## config.mk

```make
export PLATFORM = sky130hd
export DESIGN_NAME = sixstep_gate_seq
export DESIGN_NICKNAME = d
export VERILOG_FILES = /design/src/rtl/sixstep_pkg.sv /design/src/rtl/sixstep_divider.sv /design/src/rtl/sixstep_stepper.sv /design/src/rtl/sixstep_gate_shaper.sv /design/src/rtl/sixstep_gate_seq.sv
export SDC_FILE = /design/constraint.sdc
export NUM_CORES = 1
export LEC_CHECK = 0
export BUFFER_PORTS_ARGS = -buffer_cell sky130_fd_sc_hd__buf_4
export CELL_PAD_IN_SITES_DETAIL_PLACEMENT = 0
export CELL_PAD_IN_SITES_GLOBAL_PLACEMENT = 1
export CORE_MARGIN = 8
export CORE_UTILIZATION = 45
export CTS_BUF_LIST = sky130_fd_sc_hd__clkbuf_16
export DETAILED_ROUTE_END_ITERATION = 7
export HOLD_SLACK_MARGIN = 0.08
export PLACE_DENSITY_LB_ADDON = 0.25
export SLEW_MARGIN = 20
export SYNTH_ARGS = -nofsm -noshare
export SYNTH_HDL_FRONTEND = slang
export SYNTH_SLANG_ARGS = --single-unit
```

## constraint.sdc

```tcl
create_clock -name clk -period 3.9 [get_ports clk]
set_input_delay 0.195 -clock clk [delete_from_list [all_inputs] [get_ports clk]]
set_output_delay 0.195 -clock clk [all_outputs]
set_load 0.01 [all_outputs]
```

## src/rtl/sixstep_pkg.sv

```systemverilog
package sixstep_pkg;

  localparam int unsigned ST_W = 4;

  // Upper-switch state of legs {C,B,A}; 1 = upper switch closed.
  function automatic logic [2:0] leg_pattern(input logic [ST_W-1:0] s);
    case (s)
      4'd1:    return 3'b001;
      4'd2:    return 3'b011;
      4'd3:    return 3'b010;
      4'd4:    return 3'b110;
      4'd5:    return 3'b100;
      4'd6:    return 3'b101;
      4'd7:    return 3'b111;
      default: return 3'b000;
    endcase
  endfunction

  function automatic logic is_active(input logic [ST_W-1:0] s);
    return (s >= 4'd1) && (s <= 4'd6);
  endfunction

  // Neighbour of an active position in the chosen rotation.
  function automatic logic [ST_W-1:0] neighbour(input logic [ST_W-1:0] p,
                                                input logic rev);
    if (!is_active(p))  return rev ? 4'd6 : 4'd1;
    if (!rev)           return (p == 4'd6) ? 4'd1 : ST_W'(p + 4'd1);
    return (p == 4'd1) ? 4'd6 : ST_W'(p - 4'd1);
  endfunction

  // Zero state reachable with fewest leg changes.
  function automatic logic [ST_W-1:0] zero_target(input logic [ST_W-1:0] s);
    if (s == 4'd0)   return 4'd8;
    if (is_active(s)) return s[0] ? 4'd8 : 4'd7;
    return s;
  endfunction

  function automatic logic [1:0] line_sign(input logic hi, input logic lo);
    if (hi && !lo) return 2'b01;
    if (!hi && lo) return 2'b10;
    return 2'b00;
  endfunction

endpackage

```

## src/rtl/sixstep_divider.sv

```systemverilog
module sixstep_divider #(
  parameter int unsigned DIV_W = 16
) (
  input  logic             clk,
  input  logic             rst_n,
  input  logic             en_i,
  input  logic [DIV_W-1:0] div_i,
  output logic             tick_o
);

  logic [DIV_W-1:0] cnt_q;

  assign tick_o = en_i && (cnt_q >= div_i);

  always_ff @(posedge clk or negedge rst_n) begin
    if (!rst_n)        cnt_q <= '0;
    else if (!en_i)    cnt_q <= '0;
    else if (tick_o)   cnt_q <= '0;
    else               cnt_q <= cnt_q + 1'b1;
  end

  // the count restarts after every step
  a_r5_restart: assert property (@(posedge clk) disable iff (!rst_n)
    tick_o |=> (cnt_q == '0));

  // disabled divider is held clear
  a_r5_idle_clear: assert property (@(posedge clk) disable iff (!rst_n)
    !en_i |=> (cnt_q == '0));

endmodule

```

## src/rtl/sixstep_stepper.sv

```systemverilog
module sixstep_stepper
  import sixstep_pkg::*;
(
  input  logic            clk,
  input  logic            rst_n,
  input  logic            tick_i,
  input  logic            dir_i,
  input  logic            zero_req_i,
  output logic [ST_W-1:0] st_o,
  output logic [ST_W-1:0] st_nxt_o
);

  logic [ST_W-1:0] st_q;
  logic [ST_W-1:0] pos_q;

  always_comb begin
    if (zero_req_i) st_nxt_o = zero_target(st_q);
    else            st_nxt_o = neighbour(pos_q, dir_i);
  end

  always_ff @(posedge clk or negedge rst_n) begin
    if (!rst_n) begin
      st_q  <= '0;
      pos_q <= '0;
    end else if (tick_i) begin
      st_q <= st_nxt_o;
      if (is_active(st_nxt_o)) pos_q <= st_nxt_o;
    end
  end

  assign st_o = st_q;

  // one active state follows another only as a rotation neighbour
  a_r6_neighbour: assert property (@(posedge clk) disable iff (!rst_n)
    (is_active(st_q) && is_active($past(st_q)) && (st_q != $past(st_q)))
      |-> ((st_q == neighbour($past(st_q), 1'b0)) ||
           (st_q == neighbour($past(st_q), 1'b1))));

  // entry into a zero state matches parity of the state left
  a_r7_zero_choice: assert property (@(posedge clk) disable iff (!rst_n)
    ((st_q == 4'd7 || st_q == 4'd8) && is_active($past(st_q)))
      |-> (st_q == ($past(st_q[0]) ? 4'd8 : 4'd7)));

  // leaving a zero state resumes next to the remembered position
  a_r8_resume: assert property (@(posedge clk) disable iff (!rst_n)
    (is_active(st_q) && ($past(st_q) == 4'd7 || $past(st_q) == 4'd8))
      |-> (st_q == neighbour($past(pos_q), $past(dir_i))));

  // the state moves only on a step edge
  a_r5_hold: assert property (@(posedge clk) disable iff (!rst_n)
    !tick_i |=> $stable(st_q));

endmodule

```

## src/rtl/sixstep_gate_shaper.sv

```systemverilog
module sixstep_gate_shaper
  import sixstep_pkg::*;
#(
  parameter int unsigned DEAD_W = 8
) (
  input  logic              clk,
  input  logic              rst_n,
  input  logic              step_i,
  input  logic [ST_W-1:0]   st_i,
  input  logic [ST_W-1:0]   st_nxt_i,
  input  logic [DEAD_W-1:0] dead_i,
  output logic [5:0]        gate_o
);

  localparam int unsigned LEGS = 3;

  function automatic int unsigned hi_bit(input int unsigned leg);
    return 2 * leg;            // S1, S3, S5
  endfunction

  function automatic int unsigned lo_bit(input int unsigned leg);
    return (2 * leg + 3) % 6;  // S4, S6, S2
  endfunction

  logic [LEGS-1:0]   chg_q;
  logic [DEAD_W-1:0] dcnt_q;
  logic [LEGS-1:0]   legs;
  logic [LEGS-1:0]   blank;
  logic              live;

  always_ff @(posedge clk or negedge rst_n) begin
    if (!rst_n) begin
      chg_q  <= '0;
      dcnt_q <= '0;
    end else if (step_i) begin
      dcnt_q <= dead_i;
      chg_q  <= (st_i == '0) ? '0 : (leg_pattern(st_i) ^ leg_pattern(st_nxt_i));
    end else if (dcnt_q != '0) begin
      dcnt_q <= dcnt_q - 1'b1;
    end
  end

  assign legs  = leg_pattern(st_i);
  assign live  = (st_i != '0);
  assign blank = (dcnt_q != '0) ? chg_q : '0;

  for (genvar g = 0; g < LEGS; g++) begin : g_leg
    assign gate_o[hi_bit(g)] = live &  legs[g] & ~blank[g];
    assign gate_o[lo_bit(g)] = live & ~legs[g] & ~blank[g];

    // the two switches of a leg are never closed together
    a_r2_leg_pair: assert property (@(posedge clk) disable iff (!rst_n)
      !(gate_o[hi_bit(g)] && gate_o[lo_bit(g)]));

    // an open leg in a live state only inside the dead window
    a_r3_gap_in_window: assert property (@(posedge clk) disable iff (!rst_n)
      (live && !gate_o[hi_bit(g)] && !gate_o[lo_bit(g)]) |-> (dcnt_q != '0));

    // a leg that keeps its pattern is never blanked by a step
    a_r3_steady_leg: assert property (@(posedge clk) disable iff (!rst_n)
      (step_i && (st_i != '0) && (leg_pattern(st_i) == leg_pattern(st_nxt_i)))
        |=> (gate_o[hi_bit(g)] || gate_o[lo_bit(g)]));
  end

endmodule

```

## src/rtl/sixstep_gate_seq.sv

```systemverilog
module sixstep_gate_seq
  import sixstep_pkg::*;
#(
  parameter int unsigned DIV_W  = 16,
  parameter int unsigned DEAD_W = 8
) (
  input  logic              clk,
  input  logic              rst_n,
  input  logic              en_i,
  input  logic              dir_i,
  input  logic              zero_req_i,
  input  logic [DIV_W-1:0]  div_i,
  input  logic [DEAD_W-1:0] dead_i,
  output logic [5:0]        gate_o,
  output logic [ST_W-1:0]   state_o,
  output logic [5:0]        vsign_o
);

  logic            tick;
  logic [ST_W-1:0] st;
  logic [ST_W-1:0] st_nxt;
  logic [2:0]      legs;

  sixstep_divider #(.DIV_W(DIV_W)) u_div (
    .clk    (clk),
    .rst_n  (rst_n),
    .en_i   (en_i),
    .div_i  (div_i),
    .tick_o (tick)
  );

  sixstep_stepper u_step (
    .clk        (clk),
    .rst_n      (rst_n),
    .tick_i     (tick),
    .dir_i      (dir_i),
    .zero_req_i (zero_req_i),
    .st_o       (st),
    .st_nxt_o   (st_nxt)
  );

  sixstep_gate_shaper #(.DEAD_W(DEAD_W)) u_shape (
    .clk      (clk),
    .rst_n    (rst_n),
    .step_i   (tick),
    .st_i     (st),
    .st_nxt_i (st_nxt),
    .dead_i   (dead_i),
    .gate_o   (gate_o)
  );

  assign legs    = leg_pattern(st);
  assign state_o = st;
  assign vsign_o = {line_sign(legs[2], legs[0]),
                    line_sign(legs[1], legs[2]),
                    line_sign(legs[0], legs[1])};

  // state 0 drives no gate at all
  a_r1_idle_off: assert property (@(posedge clk) disable iff (!rst_n)
    (state_o == '0) |-> (gate_o == '0));

  // zero-voltage and idle states report no line sign
  a_r9_zero_sign: assert property (@(posedge clk) disable iff (!rst_n)
    (state_o == '0 || state_o == 4'd7 || state_o == 4'd8) |-> (vsign_o == '0));

  // active states always show one positive and one negative line
  a_r9_pair: assert property (@(posedge clk) disable iff (!rst_n)
    is_active(state_o) |-> (($countones(vsign_o) == 2) &&
      ((vsign_o[0] + vsign_o[2] + vsign_o[4]) == 1)));

endmodule

```

==> results of run 1 <==
## layout by cell type, fill, tap and decap left out, types with 3 or more instances in the layout
cell type  instances
nor3_1             9
o211ai_1           5
nor2b_1            3
o21ai_0           16
buf_4             45
clkbuf_16          5
a31oi_1            3
nor2_1            40
ha_1              23
a21oi_1           12
inv_1             30
o31ai_1            5
a21o_1             4
and3_1            10
nand3_1           22
a211oi_1           6
nand2_1           27
nand2b_1           4
xor2_1            11
dfrtp_1           35
xnor2_1           13
## power by group
part / total [W] / internal (W) / leakage [nW] / switching, W
clock network: 0.000371 / 0.000229 / 0.0671 / 0.000142
registers: 0.000475 / 0.000417 / 0.444 / 0.0000582
logic: 0.000315 / 0.000153 / 1.07 / 0.000162
## flip-flops by register name (all words and copies together) (netlist names)
signal and count:
u_step.st_o 4, u_div.cnt_q 16, u_shape.dcnt_q 8, u_step.pos_q 4, u_shape.chg_q 3
## cells by family (layout without fill, tap and decap cells)
group	count (synthesis)	in the layout	synth area share, %
AO/OA/AOI/OAI	66	66	16.6
flip-flops	35	35	32.5
adder cells (fa/ha/maj)	23	23	10.7
AND/OR/NAND/NOR	132	132	24.3
XOR/XNOR	24	24	7.79
multiplexers	2	2	0.788
buffers and inverters	47	83	7.37
## layer usage
layer / vias to the layer above / track usage [%] / part of all wire (%)
met5: - / 0 / 0
met4: 0 / 4.56 / 1.1
met3: 6 / 4.57 / 6.0
met2: 52 / 22.4 / 44
met1: 1055 / 18.3 / 49
li1: 1216 / - / -
## final cells by class
class,instances,area (µm²),area share [%]
Multi-Input combinational cell,247,1620,50.9
Sequential cell,35,876,27.5
Timing Repair Buffer,46,348,10.9
Clock buffer,5,125,3.92
Inverter,30,113,3.53
Tap cell,75,93.8,2.94
Clock inverter,2,8.76,0.275
## metrics by stage
step / cells / worst slack [ps] / instance area (µm²) / hold slack, ps
2_1_floorplan: 329 / 1420 / 2700 / -101
3_3_place_gp: 432 / 1130 / 3040 / 175
3_5_place_dp: 432 / 1060 / 3040 / 181
4_1_cts: 440 / 1030 / 3190 / 165
5_1_grt: 440 / 816 / 3190 / 186
6_report: 440 / 1030 / 3190 / 166
## worst paths after layout
path	start	end	slack, ps	depth (start not counted)
max	u_step.pos_q[0]	u_shape.chg_q[1]	1030	9
min	dead_i[6]	u_shape.dcnt_q[6]	170	3
max reg2reg	u_step.pos_q[0]	u_shape.chg_q[1]	1030	9
min reg2reg	u_div.cnt_q[0]	u_div.cnt_q[0]	500	1
max in group asynchronous	rst_n	u_div.cnt_q[3]	3170	2
min in group asynchronous	rst_n	u_shape.dcnt_q[0]	410	2
## what timing repair did
| action | 4_1_cts | 5_1_grt |
|---|---|---|
| endpoints found under the hold margin | 35 | 0 |
| setup buffers | 0 | 0 |
| hold buffers | 1 | 0 |
## tightest hold or removal path, cell delays in order
cell and delay, ps:
buf_4 80, nor2_1 30, a21oi_1 90
==> run_results.csv, run 1 <==
group,metric,value,unit
logic_synthesis,synth_common_cells,"nor2_1 (40), dfrtp_1 (35), inv_1 (30)",
sta,setup_viol,0,
logic_synthesis,synth_area_leaders,"dfrtp_1 (32%), ha_1 (11%), nor2_1 (5.6%)",
sta,tns,0,ps
logic_synthesis,synth_area_per_cell,8.20,µm²
cells_and_area,n_fill_cell,547,
grt,antenna_found_initial,0,
drt,drt_iter0_markers,69,
power_and_ir_drop,finalPower,0.00116,W
grt,grt_max_degree,36,
logic_synthesis,synth_cell_types,51,
setup_path,critPathKind,"flip-flop to flip-flop",
logic_synthesis,synthMostInstantiatedCell,"nor2_1",
cells_and_area,final_core_util,54.5,%
power_and_ir_drop,power_density,364,nW/µm²
drt,final_antenna_net_count,0,
logic_synthesis,yosysTopAreaCell,"dfrtp_1",
sta,rsz0062_at_grt,"false",
clock_tree,htreeDepth,2,
setup_path,critPathArrivalTime,3030,ps
grt,grt_pass1_wl,10.3,mm
die,die_h,93.4,µm
logic_synthesis,ys_warn_count,0,
setup_path,crit_required,4060,ps
die,chipWidth,93.4,µm
cells_and_area,n_antenna_cell,0,
clock_tree,clock_path_buffers,2,
logic_synthesis,ys_ff_latch,35,
cells_and_area,fin_nets,417,
cells_and_area,syn2layout_area_growth,18.1,%
die,core,5850,µm²
drt,wl_per_cell,13.6,µm
clock_tree,cts_tree,"built",
clock_tree,root_buffer,"clkbuf_16",
logic_synthesis,synth_edf_count,0,
clock_tree,insertion_delay,270,ps
die,ios,45,
setup_path,cpPeakStageDelay,510,ps
setup_path,critPathBufInv,1,
cells_and_area,drive_gt1_share,17.3,%
logic_synthesis,ys_seq_area_share,32.5,%
logic_synthesis,synth_top_area_share,32.5,%
logic_synthesis,synth-main-ff-cell,"dfrtp_1",
setup_path,critPathSlowestCell,"or3_4",
drt,num_vias,2329,
grt,gr-usage-all-layers,14.4,%
placed_design,dp_hpwl,4.42,mm
setup_path,start_kind,"flip-flop",
setup_path,crit_family,"simple AND/OR/NAND/NOR gates",
clock_tree,cts_resized,0,
clock_tree,clk_pin_slew,50,ps
sta,hold_viol,0,
drt,drcViolationCount,0,
sta,worst_pin_slew,870,ps
setup_path,path_max_fanout,12,
logic_synthesis,syn-num-nets,381,
placed_design,io_buffers,44,
sta,slew-limit-headroom,41.4,%
placed_design,gp_congestion,0.884,
logic_synthesis,async_reset_ff_share,100,%
outcome,status,"finished, final reports clean",
die,fp-row-count,28,
power_and_ir_drop,p_leak,1.58,nW
logic_synthesis,syn-cell-area,2700,µm²
sta,period_needed,2870,ps
setup_path,path_cells,"inv_1 -> ha_1 -> or2b_2 -> a31o_2 -> nand2_1 -> nand3_1 -> or3_4 -> a21o_2 -> a221o_1",
min_path,hold_class,"input pin to flip-flop",
grt,globalRoute.totalOverflow,0,
drt,wirelength,5.97,mm
clock_tree,clock-sinks,35,
job,drv_cap,0,
drt,drtPass1Iterations,4,
logic_synthesis,synthCells,329,
die,dieArea,8730,µm²
setup_path,cp-end-kind,"flip-flop",
sta,clock_skew,1.93,ps
drt,routed_via_density,5.29,
sta,max_freq,348,MHz
die,initial_core_util,46.1,%
sta,slew_violations,0,
sta,period_share,73.6,%
grt,grt_pass1_vias,2259,
clock_tree,cts_made_buffers,5,
power_and_ir_drop,irDropWorstVdd,317,µV
No activity file was read; power rests on OpenSTA's default activity.
==> run 2, diff against run 1 <==
--- a/config.mk
+++ b/config.mk
@@ -9,7 +9,7 @@
 export CELL_PAD_IN_SITES_DETAIL_PLACEMENT = 0
 export CELL_PAD_IN_SITES_GLOBAL_PLACEMENT = 1
 export CORE_MARGIN = 8
-export CORE_UTILIZATION = 45
+export CORE_UTILIZATION = 38
 export CTS_BUF_LIST = sky130_fd_sc_hd__clkbuf_16
 export DETAILED_ROUTE_END_ITERATION = 7
 export HOLD_SLACK_MARGIN = 0.08
==> constraint.sdc (replaced) <==
create_clock -name clk -period 2.6 [get_ports clk]
set_input_delay 0.13 -clock clk [delete_from_list [all_inputs] [get_ports clk]]
set_output_delay 0.13 -clock clk [all_outputs]
set_load 0.01 [all_outputs]
==> run 2 against run 1 <==
Sequential share of layout area fell by 1.2 points. Worst setup slack got worse by 900 ps. Utilization fell by 5.6 points. Total power rose by 62%. Global-route usage fell by 1.9 points. Worst hold slack got worse by 68 ps. Cell area rose by 4.8%. Sequential cell count did not move. Die area rose by 15%. Critical endpoint unchanged.
==> run_results.csv, run 2 (synthesis gave the netlist of run 1 again) <==
group,metric,value,unit
sta,period_needed,2470,ps
drt,drt_iter0_markers,117,
clock_tree,root_buffer,"clkbuf_16",
die,ios,45,
cells_and_area,fin_area,3340,µm²
grt,antenna_found_initial,0,
sta,worst_pin_slew,710,ps
placed_design,io_buffers,44,
die,die_h,100,µm
setup_path,crit-reg2reg-launch,"u_step.pos_q[0]",
cells_and_area,final_cell_mix,"buf_4 (53), nor2_1 (40), dfrtp_1 (33)",
die,fp-row-count,30,
power_and_ir_drop,irDropWorstVdd,427,µV
setup_path,critPathBufInv,2,
cells_and_area,multi_input_area,1650,µm²
grt,grt_util_met2,19.5,%
min_path,hold_class,"input pin to flip-flop",
setup_path,cpPeakStageDelay,440,ps
sta,max_freq,404,MHz
cells_and_area,regArea,878,µm²
setup_path,critPathCapture,"u_shape.chg_q[1]",
job,drv_cap,0,
grt,grt_pass1_vias,2269,
cells_and_area,largest_register_ffs,16,
grt,globalRoute.totalOverflow,0,
drt,wirelength,6.14,mm
clock_tree,insertion_delay,280,ps
setup_path,path_cells,"inv_2 -> ha_2 -> inv_1 -> a21oi_1 -> o21ai_0 -> a211o_1 -> or3_4 -> a21o_2 -> a221o_1",
grt,grt_max_degree,36,
setup_path,critPathSlowestCell,"dfrtp_2",
setup_path,r2r_slack,130,ps
cells_and_area,drive_gt1_share,21.9,%
grt,top_usage_layer,"met2",
sta,slew-limit-headroom,52.3,%
clock_tree,cts_tree,"built",
sta,rsz0062_at_grt,"false",
clock_tree,htreeDepth,2,
cells_and_area,mostFrequentLayoutCell,"buf_4",
die,core,6830,µm²
setup_path,critPathKind,"flip-flop to flip-flop",
cells_and_area,n_fill_cell,697,
cells_and_area,largest-register,"u_div.cnt_q",
die,initial_core_util,39.5,%
drt,wl_per_cell,13.1,µm
grt,grt.met1_usage,16.0,%
min_path,hold_depth,3,
die,chipWidth,100,µm
sta,clock_skew,6.63,ps
die,dieArea,10100,µm²
setup_path,crit_cells,9,
setup_path,critPathArrivalTime,2630,ps
sta,period_share,95.1,%
setup_path,cp-end-kind,"flip-flop",
clock_tree,cts_setup_buffers,0,
clock_tree,clock-sinks,35,
cells_and_area,reg_top3,"u_div.cnt_q: 16 flops, u_shape.dcnt_q: 8 flops",
drt,final_antenna_net_count,0,
sta,hold_viol,0,
drt,drcViolationCount,0,
placed_design,dp_hpwl,4.70,mm
setup_path,crit_required,2750,ps
placed_design,dpl_cell_area,3130,µm²
setup_path,start_kind,"flip-flop",
cells_and_area,fin_nets,425,
setup_path,r2r_end,"u_shape.chg_q[1]",
clock_tree,clock_path_buffers,2,
setup_path,worstRegToRegCells,9,
clock_tree,clk_pin_slew,60,ps
cells_and_area,n_antenna_cell,0,
outcome,status,"finished, final reports clean",
sta,setup_viol,0,
drt,routed_via_density,5.01,
grt,gr-usage-met3,3.81,%
setup_path,path_max_fanout,6,
grt,grt_pass1_wl,10.4,mm
setup_path,startpoint,"u_step.pos_q[0]",
drt,num_vias,2355,
power_and_ir_drop,p_leak,1.63,nW
cells_and_area,syn2layout_area_growth,23.8,%
sta,tns,0,ps
sta,slew_violations,0,
power_and_ir_drop,power_density,563,nW/µm²
clock_tree,cts_made_buffers,5,
grt,gr-usage-all-layers,12.5,%
setup_path,crit_family,"compound AO/OA/AOI/OAI gates",
drt,drtPass1Iterations,4,
placed_design,gp_congestion,0.815,
==> run 2: worst min path at each step <==
| stage | start | end |
|---|---|---|
| after floorplan | rst_n | u_div.cnt_q[0] |
| after global placement | rst_n | u_shape.dcnt_q[1] |
| after detailed placement | rst_n | u_shape.dcnt_q[1] |
| after CTS | dead_i[1] | u_shape.dcnt_q[1] |
| after global routing | dead_i[1] | u_shape.dcnt_q[1] |
| final | dead_i[1] | u_shape.dcnt_q[1] |
==> run 2: worst min-delay path, stage by stage <==
cell and delay, ps:
buf_4 80, nor2_1 30, a21oi_1 90
==> run 2: cell type report <==
| cell class | instances | area share, % |
|---|---|---|
| multi-input cells | 247 | 49.5 |
| flip-flops and latches | 35 | 26.3 |
| repair buffers | 54 | 12.2 |
| clock buffers | 5 | 3.75 |
| well taps | 96 | 3.60 |
| inverters | 30 | 3.37 |
| clock inverters | 3 | 1.31 |
==> run 2: where the power goes <==
part | internal [W] | switching, W
registers | 0.000625 | 0.0000823
clock network | 0.000452 | 0.000234
logic | 0.000242 | 0.000248
==> run 2: metal layers <==
layer	wire, µm	vias up
met3	368	8
met1	3070	1073
met5	0	-
met4	80	0
li1	-	1221
met2	2620	53
==> run 2: what timing repair did <==
| action | CTS | global route |
|---|---|---|
| setup endpoints to repair | 0 | 11 |
| resized for setup | 0 | 11 |
| hold buffers | 1 | 0 |
| endpoints found under the hold margin | 35 | 0 |
==> run 2: through the flow <==
| stage | util (%) | total power (W) | hold slack, ps | std cells | worst slack [ps] |
|---|---|---|---|---|---|
| 2_1_floorplan | - | 0.00105 | -166 | 329 | 119 |
| 3_3_place_gp | 45.8 | 0.00120 | 120 | 461 | 110 |
| 3_5_place_dp | 45.8 | 0.00121 | 122 | 461 | 47.3 |
| 4_1_cts | 48.4 | 0.00190 | 96.4 | 470 | 38.9 |
| 5_1_grt | 48.9 | 0.00200 | 114 | 470 | 22.3 |
| 6_report | 48.9 | 0.00188 | 98.0 | 470 | 127 |
==> run 3, diff against run 2 <==
==> constraint.sdc (replaced) <==
create_clock -name clk -period 2.1 [get_ports clk]
set_input_delay 0.105 -clock clk [delete_from_list [all_inputs] [get_ports clk]]
set_output_delay 0.105 -clock clk [all_outputs]
set_load 0.01 [all_outputs]
==> run 3 against run 2 <==
The run now ends with negative setup slack left. Non-clock buffer count increased by 64. Cell area grew 26%. Clock skew decreased by 2.2 ps. Clock power is 23% higher. Wire length grew 17%. Largest power group unchanged.
==> run_results.csv, run 3 (synthesis gave the netlist of run 1 again) <==
group,metric,value,unit
drt,routed_via_density,4.92,
clock_tree,clock_path_buffers,2,
drt,drcViolationCount,0,
setup_path,critPathKind,"flip-flop to flip-flop",
die,core,6830,µm²
sta,period_share,111,%
setup_path,crit_family,"compound AO/OA/AOI/OAI gates",
min_path,hp-start,"dead_i[5]",
cells_and_area,final_cell_mix,"buf_4 (101), dfrtp_1 (33), inv_1 (28)",
job,drv_cap,0,
sta,clock_skew,4.45,ps
cells_and_area,n_antenna_cell,0,
die,dieArea,10100,µm²
clock_tree,clock-sinks,35,
placed_design,gp_congestion,0.825,
setup_path,cp-end-kind,"flip-flop",
clock_tree,clk_pin_slew,60,ps
die,die_h,100,µm
power_and_ir_drop,combPwrFrac,32.5,%
sta,slew_violations,0,
grt,antenna_found_initial,0,
min_path,min_to,"u_shape.dcnt_q[5]",
die,fp-row-count,30,
cells_and_area,reg_top3,"u_div.cnt_q: 16 flops, u_shape.dcnt_q: 8 flops",
power_and_ir_drop,internal-power,0.00174,W
setup_path,r2r_end,"u_shape.chg_q[1]",
power_and_ir_drop,swShare,31.0,%
sta,worst_pin_slew,470,ps
setup_path,crit-reg2reg-launch,"u_step.pos_q[1]",
die,ios,45,
sta,hold_ws,103,ps
placed_design,dp_hpwl,5.04,mm
setup_path,critPathSlowestCell,"dfrtp_2",
placed_design,io_buffers,44,
setup_path,path_max_fanout,4,
setup_path,crit_required,2260,ps
sta,slew-limit-headroom,68.7,%
power_and_ir_drop,p_clk_share,33.3,%
power_and_ir_drop,p_seq_share,34.2,%
setup_path,worstRegToRegCells,9,
cells_and_area,syn2layout_area_growth,56.1,%
grt,grt_pass1_wl,11.7,mm
setup_path,critPathArrivalTime,2490,ps
drt,wl_per_cell,13.5,µm
power_and_ir_drop,irDropWorstVdd,616,µV
outcome,status,"finished with violations",
power_and_ir_drop,power_density,600,nW/µm²
drt,final_antenna_net_count,0,
drt,drtPass1Iterations,6,
setup_path,cpPeakStageDelay,420,ps
grt,gr-usage-all-layers,14.1,%
drt,num_vias,2629,
grt,globalRoute.totalOverflow,0,
sta,period_needed,2330,ps
power_and_ir_drop,p_leak,2.02,nW
cells_and_area,drive_gt1_share,41.1,%
clock_tree,insertion_delay,270,ps
clock_tree,cts_made_buffers,5,
cells_and_area,largest_register_ffs,16,
setup_path,r2r_slack,-230,ps
placed_design,post-place-ws,-304,ps
sta,max_freq,429,MHz
sta,setup_viol,12,
grt,grt_pass1_vias,2583,
setup_path,start_kind,"flip-flop",
cells_and_area,mostFrequentLayoutCell,"buf_4",
min_path,hold_class,"input pin to flip-flop",
drt,drt_iter0_markers,46,
grt,grt_max_degree,36,
drt,wirelength,7.19,mm
sta,tns,-1320,ps
power_and_ir_drop,finalPower,0.00253,W
cells_and_area,largest-register,"u_div.cnt_q",
power_and_ir_drop,p_switching,0.000782,W
sta,setup_ws,-233,ps
sta,hold_viol,0,
sta,rsz0062_at_grt,"true",
cells_and_area,fin_nets,489,
min_path,hold_depth,3,
clock_tree,cts_tree,"built",
cells_and_area,final_core_util,61.7,%
die,initial_core_util,39.5,%
clock_tree,root_buffer,"clkbuf_16",
die,chipWidth,100,µm
setup_path,path_cells,"inv_4 -> ha_4 -> nor4_4 -> a31o_4 -> a21oi_2 -> a211o_1 -> or3_4 -> a21o_2 -> a221o_1",
setup_path,critPathBufInv,1,
clock_tree,htreeDepth,2,
outcome,failed_checks,"negative setup slack",
## run 3: cell types whose count changed in the layout (fill, tap and decap cells not counted), moves of 6 or more
cell | previous run | this run
buf_4 | 53 | 101
dlygate4sd3_1 | 1 | 8
ha_4 | 0 | 7
nor2_1 | 40 | 26
nor2_2 | 0 | 10
o21ai_0 | 15 | 8
o21ai_1 | 1 | 7
## run 3: how the worst max path moves through the flow
stage / slack [ps] / cells past startpoint / to / from
after floorplan: -290 / 10 / u_shape.chg_q[1] / u_step.pos_q[0]
after global placement: -270 / 9 / u_shape.chg_q[1] / u_step.pos_q[0]
after detailed placement: -300 / 9 / u_shape.chg_q[1] / u_step.pos_q[0]
after CTS: -260 / 9 / u_shape.chg_q[1] / u_step.pos_q[1]
after global routing: -290 / 9 / u_shape.chg_q[1] / u_step.pos_q[1]
final: -230 / 9 / u_shape.chg_q[1] / u_step.pos_q[1]
## run 3: routing by layer
layer / vias up / GRT usage (%) / share of wire [%]
li1: 1361 / - / -
met1: 1215 / 17.3 / 46
met2: 43 / 23.4 / 48
met3: 10 / 4.08 / 5.1
met4: 0 / 3.84 / 1.1
met5: - / 0 / 0
## run 3: worst reg2reg max path: stages (launching register included)
cell and delay (ps):
dfrtp_2 420, inv_4 60, ha_4 180, nor4_4 230, a31o_4 140, a21oi_2 50, a211o_1 270, or3_4 400
a21o_2 190, a221o_1 280
## run 3: area by class of cell
cell class / count / area, µm²
fillers: 631 / 2620
multi-input cells: 247 / 1940
repair buffers: 118 / 985
flip-flops and latches: 35 / 878
clock buffers: 5 / 125
well taps: 96 / 120
inverters: 30 / 118
clock inverters: 3 / 43.8
## run 3: what timing repair did
action | CTS | global route
pin swaps | 18 | 15
gates cloned | 2 | 1
gates resized for setup | 47 | 35
hold buffers | 8 | 0
setup buffers | 6 | 7
hold endpoints to repair | 42 | 0
setup endpoints to repair | 36 | 39
## run 3: metrics by stage
stage | cell area [µm²] | cells
CTS | 4030 | 526
finish | 4210 | 534
global route | 4210 | 534
global placement | 3470 | 502
detailed placement | 3470 | 502
floorplan | 2740 | 329
## run 3: power by group through the flow
stage	clock [W]	combinational [W]	sequential, W
final	0.000841	0.000821	0.000865
after global routing	0.000892	0.000921	0.000882
after CTS	0.000859	0.000751	0.000859
after detailed placement	0	0.000671	0.000867
after global placement	0	0.000655	0.000871
after floorplan	0	0.000447	0.000856
